<file path="config.mk">
export PLATFORM = sky130hd
export DESIGN_NAME = slb_bank
export DESIGN_NICKNAME = d
export VERILOG_FILES = /design/src/rtl/slb_pkg.sv /design/src/rtl/slb_lane_map.sv /design/src/rtl/slb_cell.sv /design/src/rtl/slb_bank.sv
export SDC_FILE = /design/constraint.sdc
export NUM_CORES = 1
export LEC_CHECK = 0
export BUFFER_PORTS_ARGS = -buffer_cell sky130_fd_sc_hd__buf_2
export CAP_MARGIN = 10
export CORE_UTILIZATION = 40
export DETAILED_ROUTE_END_ITERATION = 12
export MAX_ROUTING_LAYER = met4
export PLACE_DENSITY_LB_ADDON = 0.12
export SETUP_SLACK_MARGIN = 0.5
export SYNTH_ARGS = -nofsm -noshare
export SYNTH_HDL_FRONTEND = slang
export SYNTH_SLANG_ARGS = --single-unit
</file>
<file path="constraint.sdc">
create_clock -name clk -period 1.52 [get_ports clk]
set_clock_uncertainty 0.05 [all_clocks]
set_input_delay 0.228 -clock clk [delete_from_list [all_inputs] [get_ports clk]]
set_output_delay 0.228 -clock clk [all_outputs]
set_load 0.01 [all_outputs]
</file>
<file path="src/rtl/slb_pkg.sv">
package slb_pkg;

  localparam int LANES  = 4;
  localparam int WORD_W = 2 * LANES;

  typedef enum logic [1:0] {
    GR_BYTE = 2'b00,
    GR_HALF = 2'b01,
    GR_WORD = 2'b10,
    GR_MIX  = 2'b11
  } gran_e;

  // Effective per-lane enables after granularity mapping
  function automatic logic [LANES-1:0] map_enable(gran_e g, logic [LANES-1:0] we);
    logic [LANES-1:0] r;
    unique case (g)
      GR_BYTE: r = we;
      GR_HALF: r = {we[2], we[2], we[0], we[0]};
      GR_WORD: r = {LANES{we[0]}};
      default: r = {we[3], we[2], we[0], we[0]};
    endcase
    return r;
  endfunction

  // Effective per-lane data after lower-lane mirroring
  function automatic logic [LANES-1:0] map_data(gran_e g, logic [LANES-1:0] d);
    logic [LANES-1:0] r;
    unique case (g)
      GR_BYTE: r = d;
      GR_HALF: r = {d[2], d[2], d[0], d[0]};
      GR_WORD: r = {LANES{d[0]}};
      default: r = {d[3], d[2], d[0], d[0]};
    endcase
    return r;
  endfunction

  function automatic logic [LANES-1:0] merge_lock(logic [LANES-1:0] old,
                                                  logic [LANES-1:0] en,
                                                  logic [LANES-1:0] d);
    return (old & ~en) | (d & en);
  endfunction

endpackage

</file>
<file path="src/rtl/slb_lane_map.sv">
module slb_lane_map
  import slb_pkg::*;
(
  input  gran_e            gran,
  input  logic [LANES-1:0] we_raw,
  input  logic [LANES-1:0] dat_raw,
  output logic [LANES-1:0] we_eff,
  output logic [LANES-1:0] dat_eff
);
  always_comb begin
    we_eff  = map_enable(gran, we_raw);
    dat_eff = map_data(gran, dat_raw);
  end
endmodule

</file>
<file path="src/rtl/slb_cell.sv">
module slb_cell
  import slb_pkg::*;
(
  input  logic             clk,
  input  logic             rst_n,
  input  logic             sel,
  input  logic [LANES-1:0] we_eff,
  input  logic [LANES-1:0] dat_eff,
  output logic [LANES-1:0] lock_q
);
  always_ff @(posedge clk) begin
    if (!rst_n)   lock_q <= '0;
    else if (sel) lock_q <= merge_lock(lock_q, we_eff, dat_eff);
  end
endmodule

</file>
<file path="src/rtl/slb_bank.sv">
module slb_bank
  import slb_pkg::*;
#(
  parameter int NUM_REGS = 4,
  parameter int ADDR_W   = (NUM_REGS > 1) ? $clog2(NUM_REGS) : 1
) (
  input  logic                      clk,
  input  logic                      rst_n,
  input  logic                      wr_en,
  input  logic [ADDR_W-1:0]         wr_addr,
  input  logic [WORD_W-1:0]         wr_data,
  input  logic [ADDR_W-1:0]         rd_addr,
  output logic [WORD_W-1:0]         rd_data,
  input  logic [2*NUM_REGS-1:0]     gran_cfg,
  output logic [LANES*NUM_REGS-1:0] lock_o
);

  localparam int TOTAL_LANES = LANES * NUM_REGS;

  // Named internal events, used by the checker
  logic [NUM_REGS-1:0] wr_sel;
  logic [LANES-1:0]    we_in;
  logic [LANES-1:0]    dat_in;

  assign we_in  = wr_data[WORD_W-1:LANES];
  assign dat_in = wr_data[LANES-1:0];

  for (genvar i = 0; i < NUM_REGS; i++) begin : g_reg
    localparam logic [ADDR_W-1:0] IDX = ADDR_W'(i);
    logic [LANES-1:0] en_i;
    logic [LANES-1:0] d_i;
    logic [LANES-1:0] q_i;

    assign wr_sel[i] = wr_en && (wr_addr == IDX);

    slb_lane_map u_map (
      .gran    (gran_e'(gran_cfg[2*i +: 2])),
      .we_raw  (we_in),
      .dat_raw (dat_in),
      .we_eff  (en_i),
      .dat_eff (d_i)
    );

    slb_cell u_cell (
      .clk     (clk),
      .rst_n   (rst_n),
      .sel     (wr_sel[i]),
      .we_eff  (en_i),
      .dat_eff (d_i),
      .lock_q  (q_i)
    );

    assign lock_o[LANES*i +: LANES] = q_i;
  end

  always_comb begin
    rd_data = '0;
    for (int i = 0; i < NUM_REGS; i++) begin
      if (int'(rd_addr) == i) rd_data[LANES-1:0] = lock_o[LANES*i +: LANES];
    end
  end

  logic unused_ok;
  assign unused_ok = ^TOTAL_LANES;

endmodule

</file>
==> results.tsv <==
stage	metric	value	unit
synthesis	Yosys warning count	0	
run_status	failing checks	setup timing	
timing	Tmin final	1.55	ns
timing	Final setup violation count	2	
timing	unrepaired setup endpoints after global routing	true	
setup_path	start-to-end type of the worst setup path	flip-flop to output port	
setup_path	WP buf/inv	1	
cells_and_area	Ant. Diodes	0	
synthesis	Seq/Total Area, Yosys	0.247	
die	Die Y	58.9	um
cells_and_area	Area growth syn-to-layout	54.6	%
setup_path	cell family with most CP delay	multiplexers	
clock_tree	cts hold-fix bufs	0	
worst_hold_path	worst hold path type	input port to flip-flop	
synthesis	cells after synthesis	143	
drt	WL/cell	15.6	um
timing	period utilization	1.02	
timing	worst setup margin	-0.0316	ns
placement	RD Place Congestion	0.784	
die	Die X	58.9	um
power_and_ir_drop	net switching fraction of the power	0.309	
timing	Final Hold Viols	0	
placement	hpwl dp	2660	um
timing	WHS	0.194	ns
global_routing	antenna violations before repair	0	
die	die area	3470	sq um
timing	final setup TNS	-0.0584	ns
drt	DRT Pass-1 Iters	4	
clock_tree	clk slew on worst S/H paths	0.11	ns
global_routing	GRT overflow	0	
synthesis	area leader, netlist	dfxtp_1	
synthesis	syn avg cell area	9.06	sq um
timing	fmax	0.644	GHz
drt	via count	1317	
synthesis	Synth top area share	0.247	
setup_path	Worst path max stage delay	0.48	ns
power_and_ir_drop	Max IR drop VDD	0.000374	V
die	I/O Pins	47	
global_routing	largest net degree at the start of global routing	17	
power_and_ir_drop	Logic pwr share	0.333	
drt	DRC Markers	0	
synthesis	Synth cell types	31	
setup_path	critical-path maximum fanout	3	
clock_tree	CTS Buf Count	3	
power_and_ir_drop	Pwr per Cell Area	559	nW/um^2
clock_tree	CTS HTree Levels	1	
synthesis	top post-synthesis cells by area	dfxtp_1 (25%), mux2i_1 (17%), mux2_2 (6.9%)	
die	core area	3050	sq um
run	max-cap viol count	0	
die	Rows	20	
setup_path	Setup crit end kind	output port	
timing	Max Slew Vio Count	0	
clock_tree	Max clock buf depth	2	
synthesis	Cell Area, Synth	1300	sq um
power_and_ir_drop	net switching power	0.346	mW
clock_tree	CTS tree	yes	
power_and_ir_drop	power share of the clock group	0.271	
global_routing	global-route usage over all layers	0.248	
global_routing	vias in the first global route	1313	
setup_path	worst path required time	1.24	ns
power_and_ir_drop	LEAKAGE	0.857	nW
clock_tree	Clock Latency Late Sink	0.29	ns
setup_path	worst path arrival time	1.27	ns
power_and_ir_drop	Power Internal	0.775	mW
cells_and_area	share of post-route cells with drive strength above 1	0.590	
clock_tree	clock sinks	16	
clock_tree	Root Buffer	clkbuf_4	
die	Initial Util	0.425	
run_status	status	finished with violations	
power_and_ir_drop	part of the power in registers	0.396	
setup_path	CP Cell Sequence	mux4_2, buf_6	
drt	final wirelength	3810	um
placement	PortBufs	42	
drt	DR iter-0 viols	36	
setup_path	slowest CP cell	mux4_2	
drt	antenna viol nets, final	0	
global_routing	global-route wire length before repair	6180	um
drt	Via density	5.40	
cells_and_area	nets@finish	224	
synthesis	register bit count reported by yosys	16	
setup_path	crit path launch type	flip-flop	
[worst paths after layout]
kind                   start          to  slack [ns]  depth (start not counted)
setup / recovery   flip-flop  rd_data[3]       -0.03                          2
hold reg to reg    flip-flop   flip-flop        0.43                          2
setup reg to reg   flip-flop   flip-flop        0.53                          5
hold / removal    wr_data[1]   flip-flop        0.19                          3
[layout make-up]
class,instances,area (sq um)
clock buffers,4,36.3
fillers,269,1050
inverters,3,13.8
multi-input cells,112,983
flip-flops and latches,16,340
well taps,44,55.1
repair buffers,65,576
[cell usage in the layout (no fill, tap or decap), types with 5 or more instances in the layout]
cell       n
a21oi_1   10
a21oi_2    6
a311oi_1   5
buf_2     15
buf_4     19
buf_6     30
dfxtp_2   16
mux2_4     6
mux2i_1   21
nand2_1   10
nand3_1    5
o21ai_0    7
[worst register-to-register path, cell delays in order (launching register included)]
cell and delay [ns]:
dfxtp_2 0.36, buf_6 0.10, buf_6 0.09, inv_4 0.02, a31o_4 0.19, a21oi_2 0.12
[Yosys cell counts]
library cell / instances
mux2i_1: 22
a2111o_1: 3
nand4_1: 1
and2b_2: 1
and2b_1: 1
dlymetal6s2s_1: 1
conb_1: 1
nand3_1: 5
a311oi_1: 6
or3_1: 2
nor2b_1: 6
inv_1: 3
mux4_2: 4
dfxtp_1: 16
mux2_2: 8
a21oi_1: 16
clkbuf_1: 3
buf_4: 6
buf_6: 2
a31o_2: 1
and3b_1: 2
and3_1: 1
nand2_1: 10
buf_2: 3
nor3b_4: 1
or3b_1: 1
a211oi_1: 3
nand3b_1: 1
a211o_1: 1
o21ai_0: 7
nor2_1: 5
[per-stage QoR]
| stage | worst slack [ns] | total power, mW | cell area (sq um) | utilization | instances |
|---|---|---|---|---|---|
| 4_1_cts | -0.0260 | 1.10 | 1900 | 0.623 | 239 |
| 3_5_place_dp | 0.119 | 0.750 | 1600 | 0.523 | 223 |
| 6_report | -0.0316 | 1.12 | 2000 | 0.657 | 244 |
| 2_1_floorplan | 0.244 | 0.666 | 1430 | - | 146 |
| 5_1_grt | -0.0713 | 1.19 | 2000 | 0.657 | 244 |
| 3_3_place_gp | 0.156 | 0.739 | 1600 | 0.523 | 223 |
[cell families (layout without fill, tap and decap cells)]
kind of cell | after synthesis | in the layout | share of synthesized area
AO/OA/AOI/OAI | 37 | 37 | 0.186
AND/OR/NAND/NOR | 37 | 37 | 0.164
multiplexers | 34 | 34 | 0.309
buffers and inverters | 18 | 72 | 0.0907
flip-flops | 16 | 16 | 0.247
other | 1 | 4 | 0.00289
[power by group through the flow]
stage                     Combinational, mW  Clock [mW]  Sequential [mW]
after global routing                  0.403       0.337            0.445
after detailed placement              0.297           0            0.454
after CTS                             0.350       0.311            0.443
final                                 0.373       0.303            0.444
after floorplan                       0.209           0            0.457
after global placement                0.286           0            0.453
[layer usage]
layer  GRT usage  wire (um)  vias up  part of all wire
li1            -          -      643                 -
met1       0.313       1590      630              0.42
met2       0.385       2000       40              0.53
met3      0.0308        173        4             0.045
met4       0.133         40        0             0.011
met5           -          0        -                 0
[timing repair]
| item | CTS | global route |
|---|---|---|
| setup endpoints to repair | 26 | 27 |
| gates resized for setup | 43 | 18 |
| pin swaps | 5 | 6 |
| setup buffers | 12 | 5 |
Power figures use the tool's default switching activity.
